--- config.mk ---
export PLATFORM = sky130hd
export DESIGN_NAME = mmio_uart
export DESIGN_NICKNAME = d
export VERILOG_FILES = /design/src/rtl/uart_mm_pkg.sv /design/src/rtl/uart_mm_tick.sv /design/src/rtl/uart_mm_tx.sv /design/src/rtl/uart_mm_rx.sv /design/src/rtl/mmio_uart.sv
export SDC_FILE = /design/constraint.sdc
export NUM_CORES = 1
export LEC_CHECK = 0
export ABC_AREA = 0
export BUFFER_PORTS_ARGS = -buffer_cell sky130_fd_sc_hd__buf_2
export CAP_MARGIN = 0
export CELL_PAD_IN_SITES_DETAIL_PLACEMENT = 1
export CELL_PAD_IN_SITES_GLOBAL_PLACEMENT = 1
export CORE_MARGIN = 2
export CORE_UTILIZATION = 30
export CTS_CLUSTER_DIAMETER = 60
export DETAILED_ROUTE_END_ITERATION = 10
export PLACE_DENSITY = 0.65
export SKIP_CTS_REPAIR_TIMING = 1
export SYNTH_ARGS = -nofsm -noshare
export SYNTH_HDL_FRONTEND = slang
export SYNTH_HIERARCHICAL = 1
export SYNTH_SLANG_ARGS = --single-unit
--- constraint.sdc ---
create_clock -name clk -period 3.4 [get_ports clk]
set_input_delay 0.68 -clock clk [delete_from_list [all_inputs] [get_ports clk]]
set_output_delay 0.68 -clock clk [all_outputs]
set_load 0.05 [all_outputs]
--- src/rtl/uart_mm_pkg.sv ---
package uart_mm_pkg;

    localparam logic [31:0] ADDR_DATA = 32'h0001_0000;
    localparam logic [31:0] ADDR_STAT = 32'h0001_0004;
    localparam int          DATA_BITS = 8;

    typedef enum logic [1:0] {
        TX_IDLE,
        TX_START,
        TX_DATA,
        TX_STOP
    } tx_state_e;

    typedef enum logic [1:0] {
        RX_IDLE,
        RX_START,
        RX_DATA,
        RX_STOP
    } rx_state_e;

    typedef struct packed {
        logic hit_data;
        logic hit_stat;
    } addr_dec_t;

    typedef struct packed {
        logic       valid;
        logic [7:0] data;
    } rx_byte_t;

    function automatic addr_dec_t decode_addr(input logic [31:0] a);
        addr_dec_t d;
        d.hit_data = (a == ADDR_DATA);
        d.hit_stat = (a == ADDR_STAT);
        return d;
    endfunction

    function automatic int tick_divisor(input int clk_hz, input int baud, input int os);
        return (clk_hz + (baud * os) / 2) / (baud * os);
    endfunction

endpackage

--- src/rtl/uart_mm_tick.sv ---
module uart_mm_tick #(
    parameter int DIV = 217
) (
    input  logic clk,
    input  logic rst,
    input  logic restart,
    output logic tick
);
    localparam int W = (DIV > 1) ? $clog2(DIV) : 1;
    localparam logic [W-1:0] LAST = W'(DIV - 1);

    logic [W-1:0] cnt;

    always_ff @(posedge clk) begin
        if (rst || restart) begin
            cnt <= '0;
        end else if (cnt == LAST) begin
            cnt <= '0;
        end else begin
            cnt <= cnt + 1'b1;
        end
    end

    assign tick = (cnt == LAST) && !restart;

endmodule

--- src/rtl/uart_mm_tx.sv ---
module uart_mm_tx
    import uart_mm_pkg::*;
#(
    parameter int TICK_DIV   = 217,
    parameter int OVERSAMPLE = 16
) (
    input  logic       clk,
    input  logic       rst,
    input  logic       go,
    input  logic [7:0] din,
    output logic       line_o,
    output logic       ready
);
    localparam int TW = $clog2(OVERSAMPLE);
    localparam logic [TW-1:0] T_LAST = TW'(OVERSAMPLE - 1);

    tx_state_e     state;
    logic [7:0]    shreg;
    logic [TW-1:0] tcnt;
    logic [2:0]    bidx;
    logic          tick;
    logic          accept;

    assign accept = go && (state == TX_IDLE);
    assign ready  = (state == TX_IDLE);

    uart_mm_tick #(.DIV(TICK_DIV)) tick_i (
        .clk     (clk),
        .rst     (rst),
        .restart (accept),
        .tick    (tick)
    );

    always_ff @(posedge clk) begin
        if (rst) begin
            state  <= TX_IDLE;
            shreg  <= '0;
            tcnt   <= '0;
            bidx   <= '0;
            line_o <= 1'b1;
        end else begin
            case (state)
                TX_IDLE: begin
                    if (accept) begin
                        state  <= TX_START;
                        shreg  <= din;
                        tcnt   <= '0;
                        line_o <= 1'b0;
                    end
                end
                TX_START: begin
                    if (tick) begin
                        if (tcnt == T_LAST) begin
                            tcnt   <= '0;
                            bidx   <= '0;
                            state  <= TX_DATA;
                            line_o <= shreg[0];
                        end else begin
                            tcnt <= tcnt + 1'b1;
                        end
                    end
                end
                TX_DATA: begin
                    if (tick) begin
                        if (tcnt == T_LAST) begin
                            tcnt <= '0;
                            if (bidx == 3'(DATA_BITS - 1)) begin
                                state  <= TX_STOP;
                                line_o <= 1'b1;
                            end else begin
                                bidx   <= bidx + 1'b1;
                                shreg  <= {1'b0, shreg[7:1]};
                                line_o <= shreg[1];
                            end
                        end else begin
                            tcnt <= tcnt + 1'b1;
                        end
                    end
                end
                TX_STOP: begin
                    if (tick) begin
                        if (tcnt == T_LAST) begin
                            tcnt  <= '0;
                            state <= TX_IDLE;
                        end else begin
                            tcnt <= tcnt + 1'b1;
                        end
                    end
                end
                default: state <= TX_IDLE;
            endcase
        end
    end

endmodule

--- src/rtl/uart_mm_rx.sv ---
module uart_mm_rx
    import uart_mm_pkg::*;
#(
    parameter int TICK_DIV   = 217,
    parameter int OVERSAMPLE = 16
) (
    input  logic     clk,
    input  logic     rst,
    input  logic     line_i,
    output rx_byte_t result
);
    localparam int TW = $clog2(OVERSAMPLE);
    localparam logic [TW-1:0] T_LAST = TW'(OVERSAMPLE - 1);
    localparam logic [TW-1:0] T_HALF = TW'(OVERSAMPLE / 2 - 1);

    rx_state_e     state;
    logic          sync1;
    logic          sync2;
    logic [7:0]    shreg;
    logic [TW-1:0] tcnt;
    logic [2:0]    bidx;
    logic          tick;
    logic          begin_frame;

    always_ff @(posedge clk) begin
        if (rst) begin
            sync1 <= 1'b1;
            sync2 <= 1'b1;
        end else begin
            sync1 <= line_i;
            sync2 <= sync1;
        end
    end

    assign begin_frame = (state == RX_IDLE) && !sync2;

    uart_mm_tick #(.DIV(TICK_DIV)) tick_i (
        .clk     (clk),
        .rst     (rst),
        .restart (begin_frame),
        .tick    (tick)
    );

    always_ff @(posedge clk) begin
        if (rst) begin
            state  <= RX_IDLE;
            shreg  <= '0;
            tcnt   <= '0;
            bidx   <= '0;
            result <= '0;
        end else begin
            result.valid <= 1'b0;
            case (state)
                RX_IDLE: begin
                    if (begin_frame) begin
                        state <= RX_START;
                        tcnt  <= '0;
                    end
                end
                RX_START: begin
                    if (tick) begin
                        if (tcnt == T_HALF) begin
                            tcnt <= '0;
                            bidx <= '0;
                            state <= sync2 ? RX_IDLE : RX_DATA;
                        end else begin
                            tcnt <= tcnt + 1'b1;
                        end
                    end
                end
                RX_DATA: begin
                    if (tick) begin
                        if (tcnt == T_LAST) begin
                            tcnt  <= '0;
                            shreg <= {sync2, shreg[7:1]};
                            if (bidx == 3'(DATA_BITS - 1)) begin
                                state <= RX_STOP;
                            end else begin
                                bidx <= bidx + 1'b1;
                            end
                        end else begin
                            tcnt <= tcnt + 1'b1;
                        end
                    end
                end
                RX_STOP: begin
                    if (tick) begin
                        if (tcnt == T_LAST) begin
                            tcnt         <= '0;
                            state        <= RX_IDLE;
                            result.valid <= sync2;
                            result.data  <= shreg;
                        end else begin
                            tcnt <= tcnt + 1'b1;
                        end
                    end
                end
                default: state <= RX_IDLE;
            endcase
        end
    end

endmodule

--- src/rtl/mmio_uart.sv ---
module mmio_uart
    import uart_mm_pkg::*;
#(
    parameter int CLK_HZ     = 100_000_000,
    parameter int BAUD       = 28_800,
    parameter int OVERSAMPLE = 16,
    parameter int TICK_DIV   = tick_divisor(CLK_HZ, BAUD, OVERSAMPLE)
) (
    input  logic        clk,
    input  logic        rst,
    input  logic [31:0] bus_addr,
    input  logic        bus_we,
    input  logic        bus_re,
    input  logic [7:0]  bus_wdata,
    output logic [31:0] bus_rdata,
    input  logic        rx_i,
    output logic        tx_o
);
    addr_dec_t dec;
    logic      wr_hit;
    logic      wr_hit_q;
    logic      tx_go;
    logic      tx_ready;
    logic      rd_clear;
    logic      rx_ready;
    logic [7:0] rx_data;
    rx_byte_t  rx_res;

    assign dec      = decode_addr(bus_addr);
    assign wr_hit   = bus_we && dec.hit_data;
    assign rd_clear = bus_re && dec.hit_data;
    assign tx_go    = wr_hit && !wr_hit_q && tx_ready;

    always_ff @(posedge clk) begin
        if (rst) begin
            wr_hit_q <= 1'b0;
        end else begin
            wr_hit_q <= wr_hit;
        end
    end

    uart_mm_tx #(
        .TICK_DIV   (TICK_DIV),
        .OVERSAMPLE (OVERSAMPLE)
    ) tx_i (
        .clk    (clk),
        .rst    (rst),
        .go     (tx_go),
        .din    (bus_wdata),
        .line_o (tx_o),
        .ready  (tx_ready)
    );

    uart_mm_rx #(
        .TICK_DIV   (TICK_DIV),
        .OVERSAMPLE (OVERSAMPLE)
    ) rx_i_u (
        .clk    (clk),
        .rst    (rst),
        .line_i (rx_i),
        .result (rx_res)
    );

    always_ff @(posedge clk) begin
        if (rst) begin
            rx_ready <= 1'b0;
            rx_data  <= '0;
        end else if (rx_res.valid) begin
            rx_ready <= 1'b1;
            rx_data  <= rx_res.data;
        end else if (rd_clear) begin
            rx_ready <= 1'b0;
        end
    end

    always_comb begin
        bus_rdata = '0;
        if (bus_re) begin
            if (dec.hit_data) begin
                bus_rdata = {24'h0, rx_data};
            end else if (dec.hit_stat) begin
                bus_rdata = {30'h0, rx_ready, tx_ready};
            end
        end
    end

endmodule

==> results_dict.tcl, run 1 <==
set metrics [dict create \
    antenna_cells 0 \
    r2r.worst_path.cells 12 \
    ys_ff_latch 72 \
    max_slew_margin 0.450 \
    clock_latency_ps 340 \
    gr-usage-met3 0.0426 \
    start_kind "input pin" \
    path_buf_inv 2 \
    routabilityCongestion 0.740 \
    post_dp_cell_area_sq_um 4350 \
    areaGrowthSynthToFinish_pct 17.2 \
    post_route_cells_drive_above_1_share 0.241 \
    number_of_antenna_violations_at_the_first_check_in_global_routing 0 \
    fin_worst_hold_slack_ps 409 \
    yosysWarnings 6 \
    grt_overflow_total 0 \
    floorplan.io_pins 78 \
    tritoncts_clock_tree "built" \
    cts_htree_levels 3 \
    final.setup.worst_slack_ps 390 \
    routed_wirelength_mm 8.86 \
    n_fill_cell 1542 \
    achievable-frequency_mhz 332 \
    crit_type "in2out" \
    dp.final_hpwl_mm 6.69 \
    yosysMostFrequentCell "dfxtp_1" \
    buffer_ports.inserted 53 \
    fp.coreArea_sq_um 13100 \
    row_count 42 \
    slew_viol_final 0 \
    initial_core_util 0.303 \
    final_net_count 543 \
    worst_clock_skew_ps 7.24 \
    firstDrtPassIters 4 \
    critical_path.top_delay_family "simple AND/OR/NAND/NOR gates" \
    fraction_of_registers_with_async_set_reset 0 \
    cellPowerDensity_nw_per_um2 492 \
    vdd.ir_drop.worst_mv 0.322 \
    tritoncts_num_sinks 72 \
    drt_drc_violations_left 0 \
    worstPathMaxFanout 8 \
    grt.busiest_layer "met2" \
    syn-instance-count 425 \
    setup-violations-final 0 \
    grt_pass1_wl_mm 15.0 \
    standby_leakage_power_nw 1.70 \
    vias_per_cell 4.75 \
    globalRouteMet2Util 0.246 \
    cts.root.buffer_cell "clkbuf_16" \
    cp-end-kind "primary output" \
    rsz0062_at_grt "false" \
    post_synth_most_frequent_cells "dfxtp_1, nor2_1, mux2i_1, buf_4, inv_1" \
    ys_top_cells_by_area "dfxtp_1, mux2i_1, ha_1" \
    number_of_different_library_cells_in_the_post_synthesis_netlist 69 \
    total_power_mw 2.29 \
    timing.max_cap.violations 0 \
    syn_area_sq_um 3970 \
    die_footprint_sq_um 14200 \
    finalHoldViolCount 0 \
    grt_start_max_net_pins 38 \
    r2r_end "tx_i/shreg[0]" \
    sequential_element_share_of_the_synthesized_area 0.363 \
    synth.top_cell.area_share 0.363 \
    fin_crit_sh 0.885 \
    worst_path_largest_cell_delay_ps 540 \
    syn_area_per_cell_sq_um 9.34 \
    timing.critical_path.mode_cell "buf_2" \
    worst-endpoint-arrival_ps 2330 \
    initialDrtViolationCount 64 \
    ff2ff_setup_slack_ps 770 \
    hold_class "reg2reg" \
    hold_path_startpoint "rx_i_u/sync1" \
    antenna_violating_nets_post_route 0 \
    synth_flop_cell "dfxtp_1" \
    dr_total_vias 3146 \
    groute.usage.overall 0.130 \
    chipWidth_microns 119 \
    post-route-cell-area_sq_um 4650 \
    first_global_vias 3309 \
    clk_pin_slew_worst_paths_ps 60 \
    post-place-ws_ps 395 \
    cp.required_ps 2720 \
    met1_usage 0.136 \
    critPathLaunch "bus_addr[8]" \
    clock_buffers_created_by_tritoncts 9 \
    synth_edf_count 0 \
    floorplan.die.height_microns 119 \
    worstMarginPinSlew_ps 825 \
    tmin_final_ps 3010 \
    crit-reg2reg-launch "tx_i/state[0]" \
    cp.depth 5 \
    chain_of_cells_forming_the_critical_path "buf_2, nor4_4, nand4_2, nor4_1, buf_2" \
    synth_top_area_cell "dfxtp_1" \
    postLayoutCoreUtil 0.356 \
    crit_end "bus_rdata[7]" \
    clock_path_buffers 2 \
    timing.critical_path.slowest_stage_cell "nor4_1" \
    routedWlPerCell_microns 13.4 \
    result_of_the_run "completed" \
]
==> how the worst min path moves through the flow <==
stage                        end  slack, ps  cells past startpoint
floorplan           rx_i_u/sync2        390                      1
detailed placement  rx_i_u/sync2        400                      1
CTS                 rx_i_u/sync2        410                      1
finish              rx_i_u/sync2        410                      1
global placement    rx_i_u/sync2        390                      1
global route        rx_i_u/sync2        420                      1
==> metrics by stage <==
step,std cells,setup TNS (ps)
global placement,646,0
detailed placement,646,0
CTS,662,0
global route,662,0
floorplan,448,-562
finish,662,0
==> power by group <==
part / switching, mW / internal (mW)
registers: 0.0372 / 0.893
logic: 0.262 / 0.137
clock network: 0.388 / 0.574
==> flip-flops by register name, indices dropped and copies added (netlist names), named ones only <==
register,count
rx_data,8
rx_i_u/bidx,3
rx_i_u/result,9
rx_i_u/shreg,8
rx_i_u/state,1
rx_i_u/sync1,1
rx_i_u/sync2,1
rx_i_u/tcnt,4
rx_i_u/tick_i/cnt,8
rx_ready,1
tx_i/bidx,3
tx_i/line_o,1
tx_i/shreg,8
tx_i/state,2
tx_i/tcnt,4
tx_i/tick_i/cnt,8
wr_hit_q,1
==> cells in the final DEF, fill, tap and decap left out, types with 4 or more instances in the layout <==
master and n:
a21oi_1 15, or3_1 6, nor2_2 6, nor4b_1 4
buf_2 53, buf_4 8, xor2_1 6, or4_1 4
dfxtp_1 72, conb_1 24, nor3_1 6, nor2_1 55
nor4_1 8, nand2_1 18, nor4_4 7, and3_1 4
nand4_1 7, a211oi_1 8, inv_1 21, o21ai_0 7
ha_1 17, clkbuf_16 9, mux2i_1 34, nand3_1 16
nor3b_1 4
==> per-layer routing <==
layer,share of wire,vias up
met5,0,-
met4,0.014,0
met3,0.030,11
met2,0.53,31
met1,0.43,1525
li1,-,1579
==> kinds of logic after synthesis <==
kind of cell,synth area share
flip-flops,0.363
AND/OR/NAND/NOR,0.273
other,0.000945
AO/OA/AOI/OAI,0.115
multiplexers,0.0886
adder cells (fa/ha/maj),0.0536
XOR/XNOR,0.0199
buffers and inverters,0.0861
==> cell type report <==
cell class	instances	area [sq um]	share of cell area
clock buffer	9	225	0.0484
clock inverter	7	77.6	0.0167
inverter	21	78.8	0.0169
multi-input combinational	316	2280	0.491
sequential	72	1440	0.310
tap	176	220	0.0473
timing repair buffer	61	325	0.0699
No activity file was read; power rests on OpenSTA's default activity.
==> inputs of run 2 (changes only) <==
CORE_UTILIZATION = 42   (was 30)
PLACE_DENSITY = 0.85   (was 0.65)
clock period = 3.8 ns   (was 3.4 ns; I/O delays follow)
==> results_dict.tcl, run 2 (synthesis results as in run 1) <==
set metrics [dict create \
    result_of_the_run "completed" \
    hold_path_startpoint "rx_i_u/sync1" \
    worst-endpoint-arrival_ps 2310 \
    cts.root.buffer_cell "clkbuf_8" \
    initial_core_util 0.432 \
    number_of_antenna_violations_at_the_first_check_in_global_routing 0 \
    hold-path-cell-count 1 \
    clock_buffers_created_by_tritoncts 9 \
    largest_register_ff_count 9 \
    initialDrtViolationCount 62 \
    routabilityCongestion 0.785 \
    fin_worst_hold_slack_ps 432 \
    dp.final_hpwl_mm 6.84 \
    drt_drc_violations_left 0 \
    vdd.ir_drop.worst_mv 0.204 \
    grt_overflow_total 0 \
    chipWidth_microns 101 \
    post_route_cells_drive_above_1_share 0.230 \
    leading_cell_type_in_the_layout_fill_and_taps_excluded "dfxtp_1" \
    cellPowerDensity_nw_per_um2 400 \
    timing.critical_path.mode_cell "buf_2" \
    worstPathMaxFanout 8 \
    worst_clock_skew_ps 11.8 \
    crit_type "in2out" \
    tmin_final_ps 3070 \
    row_count 35 \
    areaGrowthSynthToFinish_pct 11.1 \
    floorplan.die.height_microns 101 \
    grt_pass1_wl_mm 14.9 \
    fin_crit_sh 0.808 \
    start_kind "input pin" \
    worst_path_largest_cell_delay_ps 440 \
    setup-violations-final 0 \
    critPathLaunch "bus_addr[8]" \
    timing.critical_path.slowest_stage_cell "nor4_1" \
    achievable-frequency_mhz 326 \
    first_global_vias 3269 \
    cts_htree_levels 3 \
    commonest_cells_after_routing_fill_and_taps_aside "dfxtp_1, nor2_1, buf_2" \
    r2r.worst_path.cells 12 \
    grt_start_max_net_pins 45 \
    max_slew_margin 0.417 \
    fp.coreArea_sq_um 9200 \
    cp.required_ps 3040 \
    firstDrtPassIters 4 \
    antenna_cells 0 \
    slew_viol_final 0 \
    routedWlPerCell_microns 15.2 \
    floorplan.io_pins 78 \
    worstMarginPinSlew_ps 875 \
    dr_total_vias 3200 \
    crit-reg2reg-launch "tx_i/state[0]" \
    postLayoutCoreUtil 0.480 \
    fin_setup_tns_ps 0 \
    standby_leakage_power_nw 1.62 \
    groute.usage.overall 0.180 \
    timing.max_cap.violations 0 \
    rsz0062_at_grt "false" \
    antenna_violating_nets_post_route 0 \
    top_register "rx_i_u/result" \
    clk_pin_slew_worst_paths_ps 80 \
    ff2ff_setup_slack_ps 1060 \
    chain_of_cells_forming_the_critical_path "buf_2, nor4_4, nand4_2, nor4_1, buf_2" \
    total_power_mw 1.76 \
    final.setup.worst_slack_ps 730 \
    clock_path_buffers 2 \
    vias_per_cell 5.40 \
    buffer_ports.inserted 53 \
    tritoncts_clock_tree "built" \
    min_to "rx_i_u/sync2" \
    cp-end-kind "primary output" \
    routed_wirelength_mm 9.03 \
    tritoncts_num_sinks 72 \
    die_footprint_sq_um 10200 \
    hold_class "reg2reg" \
    finalHoldViolCount 0 \
    clock_latency_ps 360 \
    post-place-ws_ps 606 \
    final_net_count 539 \
    r2r_end "tx_i/shreg[1]" \
]
==> run 2: worst max-delay path: cells and delay by family <==
family,cells,cell delay [ps]
AND/OR/NAND/NOR,3,1100
buffers and inverters,2,450
==> run 2: final cells by class <==
cell class | instances | area, sq um
clock buffer | 9 | 124
sequential | 72 | 1440
fill | 1103 | 4790
inverter | 21 | 78.8
tap | 111 | 139
timing repair buffer | 57 | 295
multi-input combinational | 316 | 2270
clock inverter | 7 | 60.1
==> run 2: how the worst max path moves through the flow <==
stage,to,slack (ps)
finish,bus_rdata[7],730
global route,bus_rdata[7],660
CTS,bus_rdata[7],710
detailed placement,tx_i/shreg[1],610
global placement,tx_i/shreg[4],710
floorplan,bus_rdata[2],150
==> run 2: per-layer routing <==
metal  vias to the layer above  track usage  wire length, microns
li1                       1577            -                     -
met1                      1567        0.203                  3780
met2                        43        0.333                  4910
met3                        13       0.0386                   220
met4                         0       0.0644                   120
met5                         -            0                     0
==> run 2: power by group <==
part	total [mW]	switching [mW]	internal [mW]	leakage, nW
logic	0.358	0.240	0.118	0.955
registers	0.831	0.0334	0.798	0.582
clock network	0.574	0.326	0.248	0.0848
==> run 2: through the flow <==
stage | cells | cell area (sq um)
floorplan | 448 | 4060
global placement | 577 | 4230
detailed placement | 577 | 4230
CTS | 593 | 4410
global route | 593 | 4410
finish | 593 | 4410
